==> src/rtl/dep_par_matrix.sv <==
module dep_par_matrix #(
    parameter int NWIN = 8,
    localparam int IDXW = $clog2(NWIN)
) (
    input  logic            clk,
    input  logic            rst_n,
    input  logic            clr,
    input  logic            upd,
    input  logic [IDXW-1:0] upd_col,
    input  logic [NWIN-1:0] col_par,
    input  logic [IDXW-1:0] row_sel,
    output logic [NWIN-1:0] row_q
);
    logic [NWIN-1:0][NWIN-1:0] mat;

    always_ff @(posedge clk or negedge rst_n) begin
        if (!rst_n) begin
            mat <= '0;
        end else if (clr) begin
            mat <= '0;
        end else if (upd) begin
            for (int r = 0; r < NWIN; r++) begin
                for (int c = 0; c < NWIN; c++) begin
                    if (upd_col == IDXW'(c))
                        mat[r][c] <= col_par[r];
                    else if (upd_col == IDXW'(r))
                        mat[r][c] <= col_par[c];
                end
            end
        end
    end

    always_ff @(posedge clk or negedge rst_n) begin
        if (!rst_n) row_q <= '0;
        else        row_q <= mat[row_sel];
    end

    function automatic logic sym_ok(input logic [NWIN-1:0][NWIN-1:0] m);
        logic ok;
        ok = 1'b1;
        for (int r = 0; r < NWIN; r++)
            for (int c = 0; c < NWIN; c++)
                if (m[r][c] != m[c][r]) ok = 1'b0;
        return ok;
    endfunction

    function automatic logic diag_ok(input logic [NWIN-1:0][NWIN-1:0] m);
        logic ok;
        ok = 1'b1;
        for (int r = 0; r < NWIN; r++)
            if (m[r][r]) ok = 1'b0;
        return ok;
    endfunction

    assert_symmetric_R6: assert property (@(posedge clk) disable iff (!rst_n)
        sym_ok(mat));

    assert_diag_zero_R7: assert property (@(posedge clk) disable iff (!rst_n)
        diag_ok(mat));

    assert_clear_R10: assert property (@(posedge clk) disable iff (!rst_n)
        clr |=> (mat == '0));
endmodule

==> config.mk <==
export PLATFORM = sky130hd
export DESIGN_NAME = dep_par_matrix
export DESIGN_NICKNAME = d
export VERILOG_FILES = /design/src/rtl/dep_par_matrix.sv
export SDC_FILE = /design/constraint.sdc
export NUM_CORES = 1
export LEC_CHECK = 0
export CORE_MARGIN = 2
export CORE_UTILIZATION = 50
export DETAILED_ROUTE_END_ITERATION = 7
export PLACE_DENSITY = 0.75
export SLEW_MARGIN = 20
export SYNTH_ARGS = -nofsm -noshare
export SYNTH_HDL_FRONTEND = slang
export SYNTH_SLANG_ARGS = --single-unit
==> constraint.sdc <==
create_clock -name clk -period 2.6 [get_ports clk]
set_input_delay 0.39 -clock clk [delete_from_list [all_inputs] [get_ports clk]]
set_output_delay 0.39 -clock clk [all_outputs]
set_load 0.01 [all_outputs]
# == Word level (Yosys, flattened, before mapping) ==
# Cells that the tools add are included.
# totals
regBits,72
in_bits,18
out_inout_bits,8
elab_cells,271
# classes
magnitude_cmp,1
n_eq_ne,7
mux,124
reduce_logical,74
# op_table
op,count
2-to-1 mux 64 bit,2
2-to-1 mux 1 bit,120
nonzero test 3 bit,28
AND reduction 2 bit,36
binary-select mux 8 bit (select 3 bit),1
nonzero test 2 bit,9
"equality test 3 bit, second input constant",4
2-to-1 mux 8 bit,1
"equality test 3 x 2 -> 1 bit, second input constant",2
"< comparator 3 x 4 -> 1 bit, second input constant",1
"equality test 3 x 1 -> 1 bit, second input constant",1
zero test 3 bit,1

# == Depth between registers and ports, before layout ==
# Gate-level depths: netlist of run 1.
# depth
ltp_word,5
depth_mapped,6
ltp_nobuf,3

# == Worst setup path after synthesis of run 1 ==
# OpenSTA, ideal clock, no wires.
# synth_path
path_kind,input to register
startpoint,in row_sel[0]
endpoint,reg row_q[0]
setup_ns,0.125
arrival_time_ns,1.687
t_required_ns,2.475
slack_ns,0.789
stages,4
n_path_buf,2
path_cell_list,buf_2 > buf_2 > mux4_2 > mux2_2
# synth_between
elab_chain_cells,2
# synth_rtl
item,line,text
"start, declared",11,"input logic [IDXW-1:0] row_sel,"
binary-select mux 8 bit (select 3 bit),35,else row_q <= mat[row_sel];
2-to-1 mux 8 bit (implied by the code),35,
"end signal, assigned",35,
"end, declared",12,output logic [NWIN-1:0] row_q
# Every way passes these cells. The select of a mux whose other input is x is not followed.
# A chain may end at the register's enable or synchronous reset.

# == Worst setup path in the final report of run 1 ==
# layout_path
startpoint,in upd_col[2]
endpoint,reg mat[40] in the netlist's numbering
# layout_between
elab_chain_cells,4
word_cells_on_any_way,7
classes_between,1 x eq/ne; 3 x mux; 3 x reduce/logical
# layout_rtl
item,line,text
"start, declared",9,"input logic [IDXW-1:0] upd_col,"
zero test 3 bit,24,if (upd_col == IDXW'(c))
2-to-1 mux 1 bit,24,
2-to-1 mux 64 bit,21,end else if (upd) begin
2-to-1 mux 64 bit,19,end else if (clr) begin
"end signal, assigned by index",25,mat[r][c] <= col_par[r];
"end signal, assigned by index",27,mat[r][c] <= col_par[c];
"end, declared",14,logic [NWIN-1:0][NWIN-1:0] mat;
# Parallel ways exist; a longest one is shown, timed or not. The select of a mux whose other input is x is not followed.

==> results_dict.tcl, run 1 <==
set metrics [dict create \
    status "complete, no violations" \
    dp_hpwl_mm 7.22 \
    dpl-instance-area_um2 4420 \
    worstPathRequired_ns 2.80 \
    area_delta_synth_final_pct 15.3 \
    drv_slew 0 \
    h-tree-depth 3 \
    arrival_ns 2.26 \
    cts_buffers 9 \
    max_freq_mhz 484 \
    placed_cells 462 \
    rr_worst_depth 2 \
    final_cell_mix "dfrtp_1, a21oi_1, nor3_1" \
    grt_max_degree 73 \
    path_class "primary input to flop" \
    worstSkewPairLatency_ns 0.34 \
    end_kind "flop" \
    syn_nets 373 \
    port_buffers 25 \
    core_um2 7770 \
    boundaryPins 26 \
    worst_pin_slew_ns 0.933 \
    dr_total_vias 3241 \
    power_mw 2.62 \
    syn_inst 355 \
    die_area_um2 8790 \
    ys_types 51 \
    place_congestion 0.926 \
    synth_edf_count 0 \
    antenna_found_initial 0 \
    routedWlPerCell_um 22.4 \
    ys_ff_latch 72 \
    cp_slowest_cell "a2111oi_1" \
    viasPerCell 6.78 \
    synth-warning-count 0 \
    drt-pass1-iter-count 6 \
    crit_path_start_kind "primary input" \
    layoutNonFillerInstCount 478 \
    grtUsageTotal_pct 26.1 \
    finalHoldViolations 0 \
    die_h_um 93.7 \
    leakagePower_nw 2.00 \
    cts.path.max_buffers 2 \
    tritoncts "yes" \
    overflow 0 \
    reg2reg_from "mat[59]" \
    routed_wl_mm 10.7 \
    cts.root.buffer_cell "clkbuf_8" \
    first_global_vias 3100 \
    ys_seq_area_share_pct 44.7 \
    antenna_left 0 \
    p_per_area_nw_per_um2 565 \
    hold_class "primary input to async pin" \
    crit_path_cell_trace "clkdlybuf4s50_1 -> buf_12 -> buf_4 -> nand3b_4 -> a2111oi_1 -> nor3_1" \
    path_buf_inv 3 \
    reg2reg_to "row_q[3]" \
    layout_commonest_cell "dfrtp_1" \
    post_cts_resized 0 \
    syn_area_um2 4030 \
    antenna_cells 0 \
    post-route-min-period_ns 2.07 \
    final_nets 389 \
    relSlewSlack_pct 37.4 \
    drt-initial-drc-count 437 \
    min_period_over_period_pct 79.5 \
    synth.avg_cell_area_um2 11.3 \
    initial_utilization_pct 51.8 \
    die_x_um 93.7 \
    drv_cap 0 \
    grt_pass1_wl_mm 17.3 \
    critPathTopFamily "buffers and inverters" \
    crit_fanout 43 \
    setup_tns_ns 0 \
    cts_hold_buf 0 \
    final_area_um2 4640 \
    rows 32 \
    drc 0 \
    grt_setup_unrepaired "no" \
    ir_drop_mv 0.368 \
    cts.reportedPaths.clkPinSlew_ns 0.08 \
    synth_top_flop_cell "dfrtp_1" \
    setup_violations 0 \
    skew_ns 0.00596 \
    post-cts-setup-buffer-count 0 \
    reg2reg_slack_ns 1.25 \
    slowest_delay_ns 0.63 \
    clock-sinks 72 \
    drive_above_1_share_pct 19.7 \
    final_util_pct 59.8 \
    ys_async_sr_fraction_pct 100 \
]
## state kept, by name, indices dropped and copies added, names as in the netlist
| name | count |
|---|---|
| mat | 64 |
| row_q | 8 |
## worst max path at each step
stage	end	depth (start not counted)	start	slack, ns
after floorplan	row_q[0]	4	row_sel[0]	0.79
after global placement	mat[23]	5	upd_col[1]	0.22
after detailed placement	mat[23]	5	upd_col[1]	0.22
after CTS	mat[23]	5	upd_col[1]	0.57
after global routing	mat[58]	5	upd_col[1]	0.37
final	mat[40]	6	upd_col[2]	0.53
## Yosys cell counts, drive strengths merged (2+ instances only)
cell type  number  area share, %
clkbuf         18            1.7
a2111oi        16            5.4
o2bb2ai        10            2.2
inv             6           0.56
nor4bb          6            1.5
and4            3           0.65
or4b            2           0.50
a21oi          32            4.0
mux2i          13            3.2
xor2            3           0.65
nor4b           2           0.44
dfrtp          72             45
nand3b          3           0.87
o21a            2           0.37
nand2           5           0.47
nand3           4           0.50
nand2b         10            1.6
or3b            3           0.71
o21ai           9            1.1
nand4b          3           0.65
xnor2           3           0.65
and4b           8            2.0
mux4           16            8.9
a21o            6            1.1
nor2b           4           0.62
mux2            8            2.2
or3             6           0.93
a31oi           8            1.2
buf            18            2.3
and2            2           0.31
a21boi          3           0.56
nor2            8           0.75
nand4           2           0.31
nor3           28            3.5
o31ai           5           0.93
## stage by stage
stage	worst slack [ns]	hold WS, ns
after global placement	0.223	0.462
after floorplan	0.789	0.0944
final	0.533	0.180
after detailed placement	0.217	0.465
after global routing	0.374	0.249
after CTS	0.569	0.219
## layer usage
metal / track usage (%) / part of all wire [%] / vias up
li1: - / - / 1407
met1: 38.5 / 42 / 1615
met2: 37.9 / 46 / 194
met3: 4.98 / 8.7 / 25
met4: 11.1 / 2.7 / 0
met5: 0 / 0 / -
## cell type report
cell class                 count  area (um2)
fill                         654        3120
tap                          102         128
clock inverter                 7        95.1
inverter                       6        22.5
clock buffer                   9         124
timing repair buffer          41         433
sequential                    72        1800
multi-input combinational    241        2040
## report_power, final
| part | total (mW) | internal (mW) | leakage [nW] | switching, mW |
|---|---|---|---|---|
| Combinational | 0.428 | 0.179 | 0.907 | 0.249 |
| Clock | 0.990 | 0.542 | 0.110 | 0.447 |
| Sequential | 1.21 | 1.17 | 0.983 | 0.0336 |
| Total | 2.62 | 1.89 | 2.00 | 0.730 |
## cell families after synthesis
group	Yosys count	share of synthesized area, %
xor+xnor	6	1.31
mux	37	14.4
buf+inv	42	4.60
compound gates	95	17.8
flops	72	44.7
simple gates	103	17.1
(Power assumes the default switching activity.)
==> inputs of run 2 (changes only) <==
Clock period 2.6 ns to 2.1 ns, I/O delays scaled along.
==> run 2 against run 1 <==
Die area is the same. Design area rose by 6.8%. Flip-flop and latch count unchanged. Clock-buffer cell count grew 1. Core utilization rose by 4.1 points. Setup slack lost 0.49 ns. First-iteration DRC count decreased by 20%. Hold slack better by 0.25 ns. Critical path type unchanged. Largest cell class unchanged. Highest routed layer unchanged.
==> results_dict.tcl, run 2 (same netlist as run 1, synthesis figures left out) <==
set metrics [dict create \
    drt-initial-drc-count 349 \
    crit_fanout 23 \
    drv_cap 0 \
    path_class "primary input to flop" \
    largest_register_ffs 64 \
    clock-sinks 72 \
    drv_slew 0 \
    cp_slowest_cell "a2111oi_0" \
    area_delta_synth_final_pct 23.2 \
    routedWlPerCell_um 22.0 \
    post-route-min-period_ns 2.05 \
    crit_path_cell_trace "clkdlybuf4s50_1 -> buf_12 -> buf_4 -> and4_1 -> a2111oi_0 -> buf_4 -> nor3_1" \
    die_x_um 93.7 \
    dp_hpwl_mm 7.92 \
    p_per_area_nw_per_um2 698 \
    grt_pass1_wl_mm 18.6 \
    min_period_over_period_pct 97.7 \
    grt_max_degree 44 \
    grt_setup_unrepaired "no" \
    drive_above_1_share_pct 26.0 \
    leakagePower_nw 2.19 \
    die_area_um2 8790 \
    dr_total_vias 3390 \
    cpMostUsedCell "buf_4" \
    critPathTopFamily "buffers and inverters" \
    antenna_found_initial 0 \
    tritoncts "yes" \
    drc 0 \
    place_congestion 0.959 \
    core_um2 7770 \
    port_buffers 25 \
    cts_buffers 9 \
    viasPerCell 6.60 \
    cts.path.max_buffers 2 \
    layout_commonest_cell "dfrtp_1" \
    crit_path_start_kind "primary input" \
    overflow 0 \
    arrival_ns 2.29 \
    reg2reg_to "row_q[7]" \
    worst_pin_slew_ns 0.822 \
    crit_start "upd_col[1]" \
    max_freq_mhz 487 \
    hold_class "primary input to async pin" \
    worstPathRequired_ns 2.34 \
    rr_worst_depth 2 \
    cts.root.buffer_cell "clkbuf_8" \
    drt-pass1-iter-count 5 \
    final_cell_mix "dfrtp_1, buf_4, a21oi_1" \
    boundaryPins 26 \
    slowest_delay_ns 0.72 \
    reg2reg_from "mat[39]" \
    relSlewSlack_pct 44.8 \
    initial_utilization_pct 51.8 \
    routed_wl_mm 11.3 \
    status "complete, no violations" \
    reg2reg_slack_ns 0.75 \
    largest_register "mat" \
    setup_violations 0 \
    path_buf_inv 4 \
    h-tree-depth 3 \
    final_util_pct 63.9 \
    largestRegisters "mat x64, row_q x8" \
    finalHoldViolations 0 \
    worstSkewPairLatency_ns 0.36 \
    cts.reportedPaths.clkPinSlew_ns 0.08 \
    die_h_um 93.7 \
    power_mw 3.46 \
    antenna_left 0 \
    ir_drop_mv 0.374 \
    first_global_vias 3350 \
    rows 32 \
    grtUsageTotal_pct 28.6 \
    end_kind "flop" \
    final_nets 424 \
    skew_ns 0.0118 \
]
## run 2: worst max-delay path by stage
stage                     to  cells after the start
detailed placement   mat[57]                      7
global route         mat[57]                      7
CTS                  mat[57]                      7
floorplan           row_q[0]                      4
finish               mat[15]                      7
global placement     mat[15]                      7
## run 2: metal layers
layer | GRT usage [%] | vias to the layer above | share of wire (%)
met1 | 40.2 | 1667 | 42
met5 | 0 | - | 0
met2 | 42.6 | 203 | 47
met3 | 5.86 | 34 | 8.2
met4 | 13.3 | 0 | 3.4
li1 | - | 1486 | -
## run 2: final cells by class
cell class,instances,area [um2]
Antenna cell,1,2.50
Clock buffer,10,128
Clock inverter,6,115
Fill cell,607,2810
Inverter,6,22.5
Multi-Input combinational cell,241,2040
Sequential cell,72,1800
Tap cell,102,128
Timing Repair Buffer,76,723
## run 2: repair_timing
action / 4_1_cts / 5_1_grt
buffers inserted: 0 / 0
hold buffers: 1 / 0
resized for setup: 0 / 0
hold endpoints to repair: 29 / 0
setup endpoints to repair: 0 / 0
## run 2: report_power, final
group / internal, mW / total (mW) / switching (mW)
sequential: 1.45 / 1.49 / 0.0425
clock: 0.798 / 1.38 / 0.580
combinational: 0.268 / 0.590 / 0.322
total: 2.52 / 3.46 / 0.944
## run 2: worst reg2reg max path, cell delays in order (launching register included)
cell	delay, ns
dfrtp_1	0.41
mux4_2	0.51
mux2_2	0.32
## run 2: stage by stage
step	instance area (um2)	instances	setup WS, ns	setup TNS, ns	hold WS (ns)
2_1_floorplan	4030	355	0.364	0	0.0194
3_3_place_gp	4700	496	-0.209	-0.667	0.272
3_5_place_dp	4700	496	-0.182	-0.701	0.281
5_1_grt	4960	513	0.108	0	0.453
4_1_cts	4960	513	0.182	0	0.438
6_report	4960	514	0.0479	0	0.429
